## src/rtl/bdl_pkg.sv

```systemverilog
package bdl_pkg;

    localparam int unsigned BDL_ADDR_W    = 12;
    localparam int unsigned BDL_DATA_W    = 32;
    localparam int unsigned BDL_VEC_WORDS = 8;
    localparam int unsigned BDL_KEY_ADDR  = 32'h0000_01FC;
    localparam longint unsigned BDL_KEY_VALUE = 64'h0000_0000_8765_4321;

    typedef enum logic [2:0] {
        ST_IDLE      = 3'd0,
        ST_READ_VEC  = 3'd1,
        ST_CHECK_SUM = 3'd2,
        ST_READ_KEY  = 3'd3,
        ST_DECIDE    = 3'd4,
        ST_DONE      = 3'd5
    } bdl_state_e;

    typedef struct packed {
        logic sum_ok;
        logic key_ok;
    } bdl_verdict_t;

    // Byte address of a vector-table word (32-bit words, byte addressed).
    function automatic int unsigned bdl_word_addr(input int unsigned idx);
        return idx * 4;
    endfunction

    function automatic logic bdl_grants_lock(input bdl_verdict_t v);
        return v.sum_ok & v.key_ok;
    endfunction

endpackage

```

## src/rtl/bdl_sum_acc.sv

```systemverilog
module bdl_sum_acc #(
    parameter int unsigned DATA_W = bdl_pkg::BDL_DATA_W
) (
    input  logic              clk,
    input  logic              rst,
    input  logic              acc_clear,
    input  logic              acc_add,
    input  logic [DATA_W-1:0] acc_data,
    output logic              sum_zero
);

    logic [DATA_W-1:0] sum_q;

    // Wrapping sum: carries out of the top bit are dropped.
    always_ff @(posedge clk) begin
        if (rst || acc_clear) begin
            sum_q <= '0;
        end else if (acc_add) begin
            sum_q <= sum_q + acc_data;
        end
    end

    assign sum_zero = (sum_q == '0);

    // a cleared accumulator reads as a zero sum
    a_r4_clear_zero: assert property (@(posedge clk) disable iff (rst)
        acc_clear |=> sum_zero);

endmodule

```

## src/rtl/bdl_seq.sv

```systemverilog
module bdl_seq
    import bdl_pkg::*;
#(
    parameter int unsigned     ADDR_W    = BDL_ADDR_W,
    parameter int unsigned     DATA_W    = BDL_DATA_W,
    parameter int unsigned     VEC_WORDS = BDL_VEC_WORDS,
    parameter int unsigned     KEY_ADDR  = BDL_KEY_ADDR,
    parameter longint unsigned KEY_VALUE = BDL_KEY_VALUE
) (
    input  logic              clk,
    input  logic              rst,
    input  logic              erase,
    input  logic              rd_valid,
    input  logic [DATA_W-1:0] rd_data,
    input  logic              sum_zero,
    output logic              rd_req,
    output logic [ADDR_W-1:0] rd_addr,
    output logic              acc_clear,
    output logic              acc_add,
    output logic              set_lock,
    output logic              cpu_release
);

    localparam int unsigned       IDX_W    = (VEC_WORDS > 1) ? $clog2(VEC_WORDS) : 1;
    localparam logic [IDX_W-1:0]  LAST_IDX = IDX_W'(VEC_WORDS - 1);
    localparam logic [ADDR_W-1:0] KEY_A    = ADDR_W'(KEY_ADDR);
    localparam logic [DATA_W-1:0] KEY_V    = DATA_W'(KEY_VALUE);

    bdl_state_e       state_q;
    logic [IDX_W-1:0] idx_q;
    logic             pending_q;
    bdl_verdict_t     verdict_q;

    always_ff @(posedge clk) begin
        if (rst) begin
            state_q   <= ST_IDLE;
            idx_q     <= '0;
            pending_q <= 1'b0;
            rd_req    <= 1'b0;
            rd_addr   <= '0;
            verdict_q <= '0;
        end else begin
            rd_req <= 1'b0;
            if (erase && state_q != ST_DONE) begin
                // Abort: no further reads, release with debug left enabled.
                state_q   <= ST_DONE;
                pending_q <= 1'b0;
            end else begin
                unique case (state_q)
                    ST_IDLE: begin
                        idx_q     <= '0;
                        pending_q <= 1'b0;
                        verdict_q <= '0;
                        state_q   <= ST_READ_VEC;
                    end
                    ST_READ_VEC: begin
                        if (!pending_q) begin
                            rd_req    <= 1'b1;
                            rd_addr   <= ADDR_W'(bdl_word_addr(32'(idx_q)));
                            pending_q <= 1'b1;
                        end else if (rd_valid) begin
                            pending_q <= 1'b0;
                            if (idx_q == LAST_IDX) begin
                                state_q <= ST_CHECK_SUM;
                            end else begin
                                idx_q <= idx_q + 1'b1;
                            end
                        end
                    end
                    ST_CHECK_SUM: begin
                        verdict_q.sum_ok <= sum_zero;
                        state_q          <= ST_READ_KEY;
                    end
                    ST_READ_KEY: begin
                        if (!pending_q) begin
                            rd_req    <= 1'b1;
                            rd_addr   <= KEY_A;
                            pending_q <= 1'b1;
                        end else if (rd_valid) begin
                            pending_q        <= 1'b0;
                            verdict_q.key_ok <= (rd_data == KEY_V);
                            state_q          <= ST_DECIDE;
                        end
                    end
                    ST_DECIDE: state_q <= ST_DONE;
                    default:   state_q <= ST_DONE;
                endcase
            end
        end
    end

    assign acc_clear   = (state_q == ST_IDLE);
    assign acc_add     = (state_q == ST_READ_VEC) && pending_q && rd_valid && !erase;
    assign set_lock    = (state_q == ST_DECIDE) && bdl_grants_lock(verdict_q) && !erase;
    assign cpu_release = (state_q == ST_DONE);

    // a request is a single-cycle pulse
    a_r2_req_pulse: assert property (@(posedge clk) disable iff (rst)
        rd_req |=> !rd_req);

    // requested addresses are word aligned
    a_r2_addr_aligned: assert property (@(posedge clk) disable iff (rst)
        rd_req |-> (rd_addr[1:0] == 2'b00));

    // release is held until reset
    a_r7_release_hold: assert property (@(posedge clk) disable iff (rst)
        cpu_release |=> cpu_release);

    // no flash traffic once the processor is released
    a_r10_quiet_after_release: assert property (@(posedge clk) disable iff (rst)
        cpu_release |-> !rd_req);

    // erase during evaluation releases at the next edge
    a_r10_erase_release: assert property (@(posedge clk) disable iff (rst)
        (erase && !cpu_release) |=> cpu_release);

endmodule

```

## src/rtl/bdl_lock.sv

```systemverilog
module bdl_lock (
    input  logic clk,
    input  logic rst,
    input  logic set_lock,
    input  logic erase,
    output logic locked
);

    // Erase wins over a same-cycle set; nothing else can clear the lock.
    always_ff @(posedge clk) begin
        if (rst || erase) begin
            locked <= 1'b0;
        end else if (set_lock) begin
            locked <= 1'b1;
        end
    end

    // the lock holds until erase or reset
    a_r8_lock_hold: assert property (@(posedge clk) disable iff (rst)
        (locked && !erase) |=> locked);

    // erase clears the lock at the next edge
    a_r9_erase_clear: assert property (@(posedge clk) disable iff (rst)
        erase |=> !locked);

endmodule

```

## src/rtl/boot_dbg_lock.sv

```systemverilog
module boot_dbg_lock
    import bdl_pkg::*;
#(
    parameter int unsigned     ADDR_W    = BDL_ADDR_W,
    parameter int unsigned     DATA_W    = BDL_DATA_W,
    parameter int unsigned     VEC_WORDS = BDL_VEC_WORDS,
    parameter int unsigned     KEY_ADDR  = BDL_KEY_ADDR,
    parameter longint unsigned KEY_VALUE = BDL_KEY_VALUE
) (
    input  logic              clk,
    input  logic              rst,
    input  logic              erase_done,
    output logic              rd_req,
    output logic [ADDR_W-1:0] rd_addr,
    input  logic              rd_valid,
    input  logic [DATA_W-1:0] rd_data,
    output logic              dbg_disable,
    output logic              cpu_release
);

    logic acc_clear;
    logic acc_add;
    logic sum_zero;
    logic set_lock;

    bdl_seq #(
        .ADDR_W   (ADDR_W),
        .DATA_W   (DATA_W),
        .VEC_WORDS(VEC_WORDS),
        .KEY_ADDR (KEY_ADDR),
        .KEY_VALUE(KEY_VALUE)
    ) u_seq (
        .clk        (clk),
        .rst        (rst),
        .erase      (erase_done),
        .rd_valid   (rd_valid),
        .rd_data    (rd_data),
        .sum_zero   (sum_zero),
        .rd_req     (rd_req),
        .rd_addr    (rd_addr),
        .acc_clear  (acc_clear),
        .acc_add    (acc_add),
        .set_lock   (set_lock),
        .cpu_release(cpu_release)
    );

    bdl_sum_acc #(
        .DATA_W(DATA_W)
    ) u_sum (
        .clk      (clk),
        .rst      (rst),
        .acc_clear(acc_clear),
        .acc_add  (acc_add),
        .acc_data (rd_data),
        .sum_zero (sum_zero)
    );

    bdl_lock u_lock (
        .clk     (clk),
        .rst     (rst),
        .set_lock(set_lock),
        .erase   (erase_done),
        .locked  (dbg_disable)
    );

    // the lock appears together with the release, never before it
    a_r5_lock_with_release: assert property (@(posedge clk) disable iff (rst)
        $rose(dbg_disable) |-> $rose(cpu_release));

endmodule

```

## config.mk

```make
export PLATFORM = sky130hd
export DESIGN_NAME = boot_dbg_lock
export DESIGN_NICKNAME = d
export VERILOG_FILES = /design/src/rtl/bdl_pkg.sv /design/src/rtl/bdl_sum_acc.sv /design/src/rtl/bdl_seq.sv /design/src/rtl/bdl_lock.sv /design/src/rtl/boot_dbg_lock.sv
export SDC_FILE = /design/constraint.sdc
export NUM_CORES = 1
export LEC_CHECK = 0
export BUFFER_PORTS_ARGS = -buffer_cell sky130_fd_sc_hd__buf_2
export CAP_MARGIN = 0
export CELL_PAD_IN_SITES_DETAIL_PLACEMENT = 0
export CELL_PAD_IN_SITES_GLOBAL_PLACEMENT = 1
export CORE_UTILIZATION = 39
export DETAILED_ROUTE_END_ITERATION = 7
export PLACE_DENSITY = 0.85
export SLEW_MARGIN = 20
export SYNTH_ARGS = -nofsm -noshare
export SYNTH_HDL_FRONTEND = slang
export SYNTH_SLANG_ARGS = --single-unit
```

## constraint.sdc

```tcl
create_clock -name clk -period 2.5 [get_ports clk]
set_clock_uncertainty 0.1 [all_clocks]
set_input_delay 0.25 -clock clk [delete_from_list [all_inputs] [get_ports clk]]
set_output_delay 0.25 -clock clk [all_outputs]
set_load 0.02 [all_outputs]
```

==> qor.yml <==
violations: "setup timing"
start_util_pct: 40.61
fin_util_pct: 54.16
yosys_register_bits: 47
status: "complete, but fails checks"
regArea_um2: 945.9
yosys.cell_types.count: 71
die_y_um: 100.3
ir_drop_mv: 0.2068
grt_max_degree: 25
hold_viol_final: 0
r2r-start: "u_sum.sum_q[1]$_SDFFE_PP0P_"
synth_most_common_cell: "nand2_1"
synth_area_um2: 3770
setup_slack_ns: -0.2504
syn_area_per_cell_um2: 7.821
viasPerCell: 5.587
crit_required_ns: 2.58
die_w_um: 100.3
p_leak_nw: 2.354
synth_common_cells: "nand2_1, a21oi_1, dfxtp_1, ha_1, nor2_1"
clock_sink_count: 47
p_per_area_nw_per_um2: 335.6
pwr-share-seq_pct: 45.2
port_buffers: 45
htreeDepth: 2
r2r_setup_slack_ns: -0.25
finalCriticalPeriod_ns: 2.750
criticalPathCategory: "reg2reg"
clockBufferDepth: 2
crit_arrival_ns: 2.83
grt_pass1_vias: 3945
period_share_pct: 110.0
dr.pass1.iters: 5
grt_use_total_pct: 23.29
rsz0062_at_grt: "yes"
clockPowerShare_pct: 36.4
vias: 4123
grt_pass1_wl_um: 18400
die-area_um2: 10060
cp-start-kind: "flop"
fill_cells: 896
r2r-end: "u_sum.sum_q[31]$_SDFFE_PP0P_"
dpl.hpwl_um: 8752
synthCells: 482
p_comb_share_pct: 18.4
setup_violations: 14
maxCapViolCount: 0
drt.antenna.violating_nets: 0
p_sw_w: 0.0004673
crit_end: "u_sum.sum_q[31]$_SDFFE_PP0P_"
synthFlopType: "dfxtp_1"
ios: 51
cp_max_fo: 4
core_um2: 9284
final_cells: 738
post-synth-top-area-cell: "dfxtp_1"
grt_overflow_total: 0
synth.area.top_cells: "dfxtp_1, ha_1, nand2_1"
gp_congestion: 0.9538
place_ws_ns: -0.2630
hold_ws_ns: 0.1822
synth_edf_count: 0
clock_latency_ns: 0.31
wirelength_um: 11560
cts_tree: "built"
synth-seq-area-share_pct: 24.96
async_flop_share_pct: 0
syn2layout_area_growth_pct: 33.39
wl_per_cell_um: 15.66
path_clk_slew_ns: 0.09
multi_input_area_um2: 2805
setup.worst_path.start: "u_sum.sum_q[1]$_SDFFE_PP0P_"
r2r_cells: 11
drive_gt1_share_pct: 31.69
antenna_found_initial: 1
drv_slew: 0
rows: 35
drt-initial-drc-count: 229
min_path_type: "in2reg"
cp-end-kind: "flop"
diodes: 0
fmax_ghz: 0.3636
num-nets-final: 678
yosysWarnings: 0
place_inst: 713
switching_share_pct: 27.69
slew_headroom_pct: 48.34
internal-power_w: 0.001220
clockRootBuffer: "clkbuf_8"
drc: 0
tightest_slew_ns: 0.7720
synth_top_area_share_pct: 24.96
cts_buffers: 5
[cells by family (layout without fill, tap and decap cells)]
family                   count (synthesis)  in the layout  share of synthesized area (%)
AO/OA/AOI/OAI                          144            144                          25.85
other                                    1              5                        0.09947
AND/OR/NAND/NOR                        197            197                          26.72
multiplexers                             3              3                         0.7966
adder cells (fa/ha/maj)                 34             34                          11.48
flip-flops                              47             47                          24.96
buffers and inverters                   35            158                          5.211
XOR/XNOR                                21             21                          4.879
[worst min path at each step]
stage | from | to | depth (start not counted) | slack [ns]
CTS | erase_done | u_seq.state_q[1]$_SDFFE_PP0P_ | 2 | 0.16
finish | erase_done | u_seq.state_q[1]$_SDFFE_PP0P_ | 2 | 0.18
global placement | u_seq.verdict_q[0]$_SDFFE_PP0P_ | u_seq.verdict_q[0]$_SDFFE_PP0P_ | 2 | 0.35
detailed placement | u_seq.verdict_q[1]$_SDFFE_PP0P_ | u_seq.verdict_q[1]$_SDFFE_PP0P_ | 2 | 0.36
global route | erase_done | u_seq.rd_req$_SDFF_PP0_ | 2 | 0.17
floorplan | u_seq.verdict_q[0]$_SDFFE_PP0P_ | u_seq.verdict_q[0]$_SDFFE_PP0P_ | 2 | 0.33
[power groups by stage]
| stage | Clock (W) | Combinational [W] | Sequential [W] |
|---|---|---|---|
| CTS | 0.000623 | 0.000300 | 0.000764 |
| global placement | 0 | 0.000287 | 0.000782 |
| global route | 0.000654 | 0.000339 | 0.000765 |
| floorplan | 0 | 0.000165 | 0.000785 |
| detailed placement | 0 | 0.000291 | 0.000782 |
| finish | 0.000614 | 0.000310 | 0.000763 |
[metal layers]
| layer | wire, um | part of all wire (%) | track usage, % | up-vias |
|---|---|---|---|---|
| li1 | - | - | - | 2015 |
| met1 | 5046 | 44 | 29.31 | 1951 |
| met2 | 5664 | 49 | 40.62 | 134 |
| met3 | 603 | 5.2 | 3.482 | 23 |
| met4 | 244 | 2.1 | 7.692 | 0 |
| met5 | 0 | 0 | 0 | - |
[cell type report]
class | instances | area share (%)
Clock inverter | 2 | 0.7713
Inverter | 5 | 0.3732
Clock buffer | 6 | 1.642
Timing Repair Buffer | 145 | 19.41
Sequential cell | 47 | 18.81
Tap cell | 129 | 3.210
Multi-Input combinational cell | 404 | 55.79
[through the flow]
| stage | setup TNS [ns] | instance area (um^2) | total power (W) |
|---|---|---|---|
| 2_1_floorplan | -0.1035 | 3801 | 0.0009496 |
| 3_3_place_gp | -1.497 | 4633 | 0.001068 |
| 6_report | -1.661 | 5029 | 0.001688 |
| 3_5_place_dp | -2.091 | 4633 | 0.001073 |
| 4_1_cts | -1.208 | 4942 | 0.001687 |
| 5_1_grt | -3.644 | 5029 | 0.001758 |
[repair_timing]
action	in CTS	in global routing
hold buffers	0	0
pin swaps	20	14
endpoints found under the setup margin	16	21
gates resized for setup	17	15
buffers inserted	14	3
[state kept, by name (all words and copies together) (netlist names)]
register	cells
u_lock.locked	1
u_seq.state_q	3
u_seq.idx_q	3
u_seq.rd_addr	4
u_sum.sum_q	32
u_seq.verdict_q	2
u_seq.pending_q	1
u_seq.rd_req	1
[cells in the final DEF, fill, tap and decap left out, types with 6 or more instances in the layout]
cell      synthesis  final
a21o_1           25     25
a21oi_1          48     42
a21oi_2           1      6
buf_2             0     45
buf_4             8    100
clkbuf_8          0      6
dfxtp_1          47     45
ha_1             33     30
nand2_1          73     73
nand3_1          17     17
nand4_1           7      7
nor2_1           33     33
nor3_1            7      6
nor4_1           11     10
o21ai_0          20     13
o21ai_1           1      7
xnor2_1          12     11
xor2_1            9      9
[worst max-delay path: stages, from the launching register on]
cell,delay [ns]
dfxtp_4,0.37
ha_4,0.24
a211o_1,0.30
o211ai_1,0.13
a211o_1,0.25
a211oi_4,0.09
o211ai_1,0.29
a211oi_2,0.13
buf_4,0.15
o21a_1,0.19
o311ai_2,0.26
o41ai_1,0.12
No activity file was read; power rests on OpenSTA's default activity.
